## src/rtl/irqc_pkg.sv

```systemverilog
package irqc_pkg;

    localparam int NUM_SRC   = 13;
    localparam int SRC_IDX_W = $clog2(NUM_SRC + 1);
    localparam int ADDR_W    = 8;
    localparam int DATA_W    = 16;

    localparam int CTRL_BASE = 'h13;
    localparam logic [ADDR_W-1:0] MASK_ADDR = 8'h36;
    localparam logic [ADDR_W-1:0] PEND_ADDR = 8'h3A;
    localparam logic [ADDR_W-1:0] WDV_ADDR  = 8'h42;
    localparam logic [ADDR_W-1:0] UVA_ADDR  = 8'h44;
    localparam logic [ADDR_W-1:0] UVB_ADDR  = 8'h46;

    localparam int WDOG_SRC  = 8;
    localparam int UARTA_SRC = 12;
    localparam int UARTB_SRC = 13;
    localparam int AUTO_BASE = 24;
    localparam logic [7:0] DFLT_VEC = 8'h0F;

    typedef struct packed {
        logic       autovec;
        logic [1:0] spare;
        logic [2:0] level;
        logic [1:0] prio;
    } ctrl_t;

    typedef struct packed {
        logic                 hit;
        logic [SRC_IDX_W-1:0] src;
        ctrl_t                ctrl;
    } pick_t;

    function automatic logic [4:0] ctrl_key(input ctrl_t c);
        return {c.level, c.prio};
    endfunction

    function automatic ctrl_t ctrl_reset(input int idx);
        if (idx >= 1 && idx <= 7) return ctrl_t'(8'(idx * 4));
        if (idx == 8)             return ctrl_t'(8'h1C);
        if (idx >= 9 && idx <= 11) return ctrl_t'(8'h80);
        return ctrl_t'(8'h00);
    endfunction

endpackage

```

## src/rtl/irqc_regs.sv

```systemverilog
module irqc_regs
    import irqc_pkg::*;
#(
    parameter int N_SRC = NUM_SRC
) (
    input  logic              clk,
    input  logic              rst,
    input  logic [N_SRC:1]    src_i,
    input  logic [ADDR_W-1:0] addr_i,
    input  logic              wr_i,
    input  logic [DATA_W-1:0] wdata_i,
    output logic [DATA_W-1:0] rdata_o,
    output logic [N_SRC:1]    active_o,
    output ctrl_t             ctrl_o [1:N_SRC],
    output logic [7:0]        wdv_o,
    output logic [7:0]        uva_o,
    output logic [7:0]        uvb_o
);

    logic [N_SRC:1] pend_q;
    logic [N_SRC:1] mask_q;
    ctrl_t          ctrl_q [1:N_SRC];
    logic [7:0]     wdv_q, uva_q, uvb_q;
    logic           armed_q;

    logic unused_wbits;
    assign unused_wbits = ^{wdata_i[DATA_W-1:N_SRC+1], wdata_i[0]};

    always_ff @(posedge clk) begin
        if (rst) begin
            pend_q  <= '0;
            mask_q  <= '1;
            wdv_q   <= DFLT_VEC;
            uva_q   <= '0;
            uvb_q   <= '0;
            armed_q <= 1'b0;
            for (int i = 1; i <= N_SRC; i++) ctrl_q[i] <= ctrl_reset(i);
        end else begin
            armed_q <= 1'b1;
            pend_q  <= src_i;
            if (wr_i) begin
                if (addr_i == MASK_ADDR) mask_q <= wdata_i[N_SRC:1];
                if (addr_i == WDV_ADDR)  wdv_q  <= wdata_i[7:0];
                if (addr_i == UVA_ADDR)  uva_q  <= wdata_i[7:0];
                if (addr_i == UVB_ADDR)  uvb_q  <= wdata_i[7:0];
                for (int i = 1; i <= N_SRC; i++) begin
                    if (addr_i == ADDR_W'(CTRL_BASE + i)) ctrl_q[i] <= ctrl_t'(wdata_i[7:0]);
                end
            end
        end
    end

    always_comb begin
        rdata_o = '0;
        if (addr_i == MASK_ADDR) rdata_o[N_SRC:1] = mask_q;
        if (addr_i == PEND_ADDR) rdata_o[N_SRC:1] = pend_q;
        if (addr_i == WDV_ADDR)  rdata_o[7:0] = wdv_q;
        if (addr_i == UVA_ADDR)  rdata_o[7:0] = uva_q;
        if (addr_i == UVB_ADDR)  rdata_o[7:0] = uvb_q;
        for (int i = 1; i <= N_SRC; i++) begin
            if (addr_i == ADDR_W'(CTRL_BASE + i)) rdata_o[7:0] = ctrl_q[i];
        end
    end

    assign active_o = pend_q & ~mask_q;
    assign wdv_o    = wdv_q;
    assign uva_o    = uva_q;
    assign uvb_o    = uvb_q;
    always_comb for (int i = 1; i <= N_SRC; i++) ctrl_o[i] = ctrl_q[i];


    pend_track_chk: assert property (@(posedge clk) disable iff (rst || !armed_q)
        pend_q == $past(src_i));


    mask_write_chk: assert property (@(posedge clk) disable iff (rst || !armed_q)
        $past(wr_i && addr_i == MASK_ADDR) |-> mask_q == $past(wdata_i[N_SRC:1]));

endmodule

```

## src/rtl/irqc_arbiter.sv

```systemverilog
module irqc_arbiter
    import irqc_pkg::*;
#(
    parameter int N_SRC = NUM_SRC
) (
    input  logic [N_SRC:1] active_i,
    input  ctrl_t          ctrl_i [1:N_SRC],
    output pick_t          pick_o
);

    logic [4:0]           best_key;
    logic [SRC_IDX_W-1:0] best_idx;
    ctrl_t                best_ctrl;

    always_comb begin
        best_key  = '0;
        best_idx  = '0;
        best_ctrl = '0;
        for (int i = 1; i <= N_SRC; i++) begin
            if (active_i[i] && ctrl_key(ctrl_i[i]) > best_key) begin
                best_key  = ctrl_key(ctrl_i[i]);
                best_idx  = SRC_IDX_W'(i);
                best_ctrl = ctrl_i[i];
            end
        end
        pick_o.hit  = (best_key[4:2] != 3'd0);
        pick_o.src  = best_idx;
        pick_o.ctrl = best_ctrl;
    end

endmodule

```

## src/rtl/irqc_vector.sv

```systemverilog
module irqc_vector
    import irqc_pkg::*;
(
    input  logic       clk,
    input  logic       rst,
    input  pick_t      pick_i,
    input  logic [7:0] wdv_i,
    input  logic [7:0] uva_i,
    input  logic [7:0] uvb_i,
    output logic [2:0] level_o,
    output logic [7:0] vector_o
);

    logic [2:0] level_d;
    logic [7:0] vector_d;
    logic       armed_q;

    always_comb begin
        level_d  = '0;
        vector_d = '0;
        if (pick_i.hit) begin
            level_d = pick_i.ctrl.level;
            if (pick_i.ctrl.autovec)                       vector_d = 8'(AUTO_BASE) + {5'b0, pick_i.ctrl.level};
            else if (pick_i.src == SRC_IDX_W'(WDOG_SRC))  vector_d = wdv_i;
            else if (pick_i.src == SRC_IDX_W'(UARTA_SRC)) vector_d = uva_i;
            else if (pick_i.src == SRC_IDX_W'(UARTB_SRC)) vector_d = uvb_i;
            else                                           vector_d = DFLT_VEC;
        end
    end

    always_ff @(posedge clk) begin
        if (rst) begin
            level_o  <= '0;
            vector_o <= '0;
            armed_q  <= 1'b0;
        end else begin
            level_o  <= level_d;
            vector_o <= vector_d;
            armed_q  <= 1'b1;
        end
    end


    idle_out_chk: assert property (@(posedge clk) disable iff (rst || !armed_q)
        $past(!pick_i.hit) |-> (level_o == 3'd0 && vector_o == 8'd0));


    level_out_chk: assert property (@(posedge clk) disable iff (rst || !armed_q)
        $past(pick_i.hit) |-> (level_o == $past(pick_i.ctrl.level) && level_o != 3'd0));


    autovec_chk: assert property (@(posedge clk) disable iff (rst || !armed_q)
        $past(pick_i.hit && pick_i.ctrl.autovec) |-> vector_o == 8'(AUTO_BASE) + {5'b0, level_o});

endmodule

```

## src/rtl/irqc_top.sv

```systemverilog
module irqc_top
    import irqc_pkg::*;
#(
    parameter int N_SRC = NUM_SRC
) (
    input  logic              clk,
    input  logic              rst,
    input  logic [N_SRC:1]    irq_src_i,
    input  logic [ADDR_W-1:0] bus_addr_i,
    input  logic              bus_wr_i,
    input  logic [DATA_W-1:0] bus_wdata_i,
    output logic [DATA_W-1:0] bus_rdata_o,
    output logic [2:0]        irq_level_o,
    output logic [7:0]        irq_vector_o
);

    logic [N_SRC:1] active;
    ctrl_t          ctrl [1:N_SRC];
    logic [7:0]     wdv, uva, uvb;
    pick_t          pick;

    irqc_regs #(.N_SRC(N_SRC)) regs_i (
        .clk(clk), .rst(rst), .src_i(irq_src_i),
        .addr_i(bus_addr_i), .wr_i(bus_wr_i), .wdata_i(bus_wdata_i),
        .rdata_o(bus_rdata_o), .active_o(active), .ctrl_o(ctrl),
        .wdv_o(wdv), .uva_o(uva), .uvb_o(uvb)
    );

    irqc_arbiter #(.N_SRC(N_SRC)) arb_i (
        .active_i(active), .ctrl_i(ctrl), .pick_o(pick)
    );

    irqc_vector vec_i (
        .clk(clk), .rst(rst), .pick_i(pick),
        .wdv_i(wdv), .uva_i(uva), .uvb_i(uvb),
        .level_o(irq_level_o), .vector_o(irq_vector_o)
    );


    winner_active_chk: assert property (@(posedge clk) disable iff (rst)
        pick.hit |-> active[pick.src]);

endmodule

```

## config.mk

```make
export PLATFORM = sky130hd
export DESIGN_NAME = irqc_top
export DESIGN_NICKNAME = d
export VERILOG_FILES = /design/src/rtl/irqc_pkg.sv /design/src/rtl/irqc_regs.sv /design/src/rtl/irqc_arbiter.sv /design/src/rtl/irqc_vector.sv /design/src/rtl/irqc_top.sv
export SDC_FILE = /design/constraint.sdc
export NUM_CORES = 1
export LEC_CHECK = 0
export ABC_AREA = 1
export BUFFER_PORTS_ARGS = -buffer_cell sky130_fd_sc_hd__clkbuf_2
export CORE_AREA = 4 4 157 159
export DETAILED_ROUTE_END_ITERATION = 8
export DIE_AREA = 0 0 161 163
export PLACE_DENSITY = 0.58
export SYNTH_ARGS = -nofsm -noshare
export SYNTH_HDL_FRONTEND = slang
export SYNTH_SLANG_ARGS = --single-unit
export TNS_END_PERCENT = 20
```

## constraint.sdc

```tcl
create_clock -name clk -period 18.51 [get_ports clk]
set_input_delay 0 -clock clk [delete_from_list [all_inputs] [get_ports clk]]
set_output_delay 0 -clock clk [all_outputs]
set_load 0.005 [all_outputs]
```

* After elaboration in Yosys (flattened, before gate mapping) *
Memories as Yosys holds them, arrays and structs flattened.
Cells that the tools add are included.

word-level totals
  logic and storage cells = 223
  memory bits (writable) = 104
  memories kept = 1
  register bits after elaboration = 61
  input bits = 40

cells by class
  reduce and logical (&&, ||, !) cells = 19
  equal/unequal tests = 21
  bitwise logic cells = 16
  muxes and demuxes = 145
  $lt $le $gt $ge = 13
  add/subtract/negate cells = 1

memories
  memory         words  width  rd ports  clocked after memory_dff  write ports  line             text
  regs_i.ctrl_q  13     8      13        0                         13           irqc_regs.sv:22  ctrl_t ctrl_q [1:N_SRC];

operator list
  cell                 count
  $mux 8               55
  $eq 8x5->1 const B   12
  $mux 5               17
  $gt 5x5->1           12
  $mux 1               56
  $mux 4               8
  $mux 13              2
  $eq 8x6->1 const B   3
  $eq 8x7->1 const B   3
  $mux 3               5
  $and 13x13->13       1
  $logic_and 1x1->1    13
  $not 13->13          1
  $or 1x1->1           13
  $eq 4x4->1 const B   3
  $reduce_and 2->1     4
  $add 5x3->6 const A  1
  $gt 5x1->1 const B   1
  $mux 2               2
  $reduce_bool 3->1    1
  $reduce_or 2->1      1
  $not 1->1            1

* Logic depth before layout (Yosys ltp) *
  depth after elaboration = 45
  gate-level depth with buffers = 130
  gate-level depth less buffers = 119

* Modules after synthesis *
From an unflattened synthesis, not the netlist that was laid out.

unflattened totals
  cell total of the unflattened synthesis = 1528
  area, all modules = 11433.5 um^2

by module, submodules not included
  module        sequential area each (um^2)  cells an instance  area each (um^2)  instances
  irqc_regs     4124.0                       813                7140.6            1
  irqc_arbiter  0.0                          632                3699.8            1
  irqc_vector   220.2                        83                 593.1             1

* Least setup slack after synthesis *
OpenSTA, ideal clock, no wires.

  path type = register to register
  from = register, netlist name regs_i.ctrl_q[0][10]
  to = register vec_i.vector_o[0]
  clock period less this slack = 13910 ps
  data required time = 18448 ps
  slack = 4600 ps
  library setup time = 62 ps
  stages on the path, launching flop included = 118
  data arrival time = 13848 ps
  cells stage by stage = edfxtp_1 > nor2_1 > nand3_1 > nand2_1 > inv_2 > nand2_1 > ha_1 > nand2_1 > nor2_4 > a21oi_2 > nand2_2 > buf_6 > nand2_1 > o21ai_0 > ha_1 > nand2_1 > nor2_2 > nand3b_1 > [82 not listed] > nor2_4 > nand2_2 > buf_6 > nand2_2 > and2_1 > ha_1 > a21oi_1 > o221ai_1 > nand2_1 > nand4_1 > a21oi_1 > a21boi_2 > nand2_1 > nand2_1 > nand2_1 > nand2_1 > inv_1 > nor2_2

RTL lines
  item                    line               text
  end signal: assignment  irqc_vector.sv:38  vector_o <= vector_d;
  end: declaration        irqc_vector.sv:11  output logic [7:0] vector_o

==> results.ini <==
[cells_and_area]
most-common-layout-cells=246 x nand2_1, 187 x nor2_1, 180 x inv_1, 104 x edfxtp_1, 92 x o21ai_0
layout.cells.most_common=nand2_1
final_nets=1493
flow.area_growth_from_synthesis_pct=13.4
diodes=0
drive_gt1_share_pct=16.1

[routing]
ant_nets=0
vias_per_cell=5.19
drt_first_pass_iters=5
drt_iter0_drc=727
drc_errors=0
via_count=9058
wl_um=29400
wl_per_cell_um=16.9

[synthesis]
ys_types=45
postSynth.asyncResetShare_pct=0
synth_top_area_share_pct=30.1
syn_area_um2=10400
synth_top_family_by_area=simple AND/OR/NAND/NOR gates
synth_xor_xnor_area_share_pct=0
yosys_warnings=0
synth_edf_count=104
synth_top_cell_by_area=edfxtp_1
yosysSeqAreaShare_pct=41.8
yosys.area_share.adder_pct=4.94
yosys.area_share.simple_pct=30.8
synth.avg_cell_area_um2=7.77
syn_inst=1336
synth_mux_area_share_pct=0.434
synth_compound_area_share_pct=12.4
synthTopCellsByArea=edfxtp_1 30%, dfxtp_1 12%, nand2_1 8.9%
synth-seq-cells=165
ys.flop_type=edfxtp_1

[die]
core_area_um2=23300
start_util_pct=44.6
die_w_um=161
rows=56
dieArea_um2=26200
ios=67
die-height_um=163

[setup_path]
cpPeakStageDelay_ns=0.45
worst-path-max-fanout=15
cp_slowest_cell=edfxtp_1
crit_top_cell=nand2_2
r2r-end=vec_i.vector_o[1]
arrival_ns=16.87
rrSetupSlack_ns=2.02
timing.rr.start=regs_i.ctrl_q[0][8]
crit_start=regs_i.ctrl_q[0][8]
r2r_cells=103
worstPathRequired_ns=18.89
criticalPathCategory=flip-flop to flip-flop
end_kind=flip-flop
crit_path_start_kind=flip-flop
crit_path_end=vec_i.vector_o[1]

[grt]
grt_pass1_wl_um=46700
gr-total-overflow=0
grt_pass1_vias=8712
grt_antenna_before_repair=4
grt_start_max_net_pins=52
grt_usage_pct=22.8

[pwr]
ir_drop_mv=0.0655
power.leakage_nw=5.25
pwr_density_cell_nw_per_um2=71.3
total_power_w=0.000839

[timing]
finalCritPeriodShare_pct=89.1
max_slew_margin_pct=15.8
report.final.slew_viol_count=0
setup_violations=0
final.setup.tns_ns=0
hold_viol_final=0
fmax_mhz=60.6
finalClockSkew_ns=0.0143
tightestPinTransition_ns=1.25
rsz0062_at_grt=false
period_needed_ns=16.49

[cts]
cts_tree=done
clk_root_buffer_cell=clkbuf_16
postCtsSetupRepairBufs=0
cts_made_buffers=17
cts.htree.levels=4
cts_buffer_depth=2
clk_latency_ns=0.44
clk_pin_slew_ns=0.06
cts_sinks=165

[placement]
dpl.hpwl_um=22300
gp_congestion=0.888
port-buffer-count=62

[worst_hold_path]
holdCritPathClass=primary input to flip-flop

[run_status]
status=finished clean

[flow_run]
drv_cap=0

-- repair_timing --
action | in CTS | in global routing
endpoints found under the hold margin | 29 | 0
gates resized for setup | 0 | 1
setup endpoints to repair | 0 | 4
hold buffers | 27 | 0
-- worst min-delay path by stage --
stage                   from           endpoint  slack [ns]  depth (start not counted)
2_1_floorplan  irq_src_i[10]  regs_i.pend_q[10]        0.11                          2
3_3_place_gp    irq_src_i[3]   regs_i.pend_q[3]        0.19                          3
3_5_place_dp    irq_src_i[9]   regs_i.pend_q[9]        0.20                          3
4_1_cts                  rst   regs_i.pend_q[1]        0.18                          2
5_1_grt                  rst   regs_i.pend_q[1]        0.23                          2
6_report                 rst   regs_i.pend_q[1]        0.20                          2
-- registers in the layout, summed over array words and instances, names as in the netlist --
signal,cells
regs_i.uvb_o,8
vec_i.vector_o,8
regs_i.mask_q,13
regs_i.pend_q,13
regs_i.wdv_o,8
regs_i.ctrl_q,104
regs_i.uva_o,8
vec_i.level_o,3
-- metrics by stage --
step | instances | instance area [um^2] | util [%] | hold WS (ns) | setup slack (ns)
2_1_floorplan | 1337 | 10400 | - | 0.107 | 4.60
3_3_place_gp | 1685 | 10900 | 46.8 | 0.193 | 1.89
3_5_place_dp | 1685 | 10900 | 46.8 | 0.196 | 1.82
4_1_cts | 1744 | 11800 | 50.6 | 0.179 | 1.78
5_1_grt | 1744 | 11800 | 50.6 | 0.227 | 0.190
6_report | 1744 | 11800 | 50.6 | 0.200 | 2.02
-- cell type report --
class / instances / area [um^2]
clock buffers: 23 / 522
clock inverters: 9 / 87.6
fillers: 2351 / 11500
inverters: 198 / 748
multi-input cells: 937 / 5060
flip-flops and latches: 165 / 4340
well taps: 319 / 399
repair buffers: 93 / 611
-- Yosys cell counts (all sizes together) (2+ instances only) --
library cell / count
o21a: 3
inv: 194
nand2: 308
mux2: 4
clkinv: 4
nand3: 96
buf: 14
a221oi: 11
nand3b: 22
o2111ai: 3
a2111oi: 2
a21oi: 62
clkbuf: 22
o221ai: 6
dfxtp: 61
a211oi: 5
o22ai: 8
nand4: 11
nor3: 20
o21ai: 92
and2: 3
o21bai: 9
edfxtp: 104
ha: 41
nor2: 214
o211ai: 12
-- routing by layer --
metal | wire [um] | vias up | share of wire (%) | track usage (%)
met5 | 49 | - | 0.17 | 0
met4 | 696 | 8 | 2.4 | 7.13
met3 | 1750 | 57 | 6.0 | 4.51
met2 | 13800 | 280 | 47 | 37.6
met1 | 13200 | 4159 | 45 | 30.5
li1 | - | 4554 | - | -
-- power breakdown --
group | internal (W) | leakage, nW | total, W | switching, W
Clock | 0.000213 | 0.303 | 0.000361 | 0.000147
Sequential | 0.000404 | 1.49 | 0.000414 | 0.0000101
Combinational | 0.0000214 | 3.46 | 0.0000639 | 0.0000426
-- cell families after synthesis --
group	after synthesis
buffers and inverters	235
DFF	165
and+or+nand+nor	675
other	1
adders and majority gates	41
AOI/OAI and AO/OA	215
muxes	4
-- critical path: cells and delay by family (launching register included) --
family | cells | cell delay (ns)
compound gates | 16 | 4.06
buf+inv | 7 | 0.56
fa+ha+maj | 12 | 3.64
simple gates | 68 | 7.65
flops | 1 | 0.45
No activity file was read; power rests on OpenSTA's default activity.
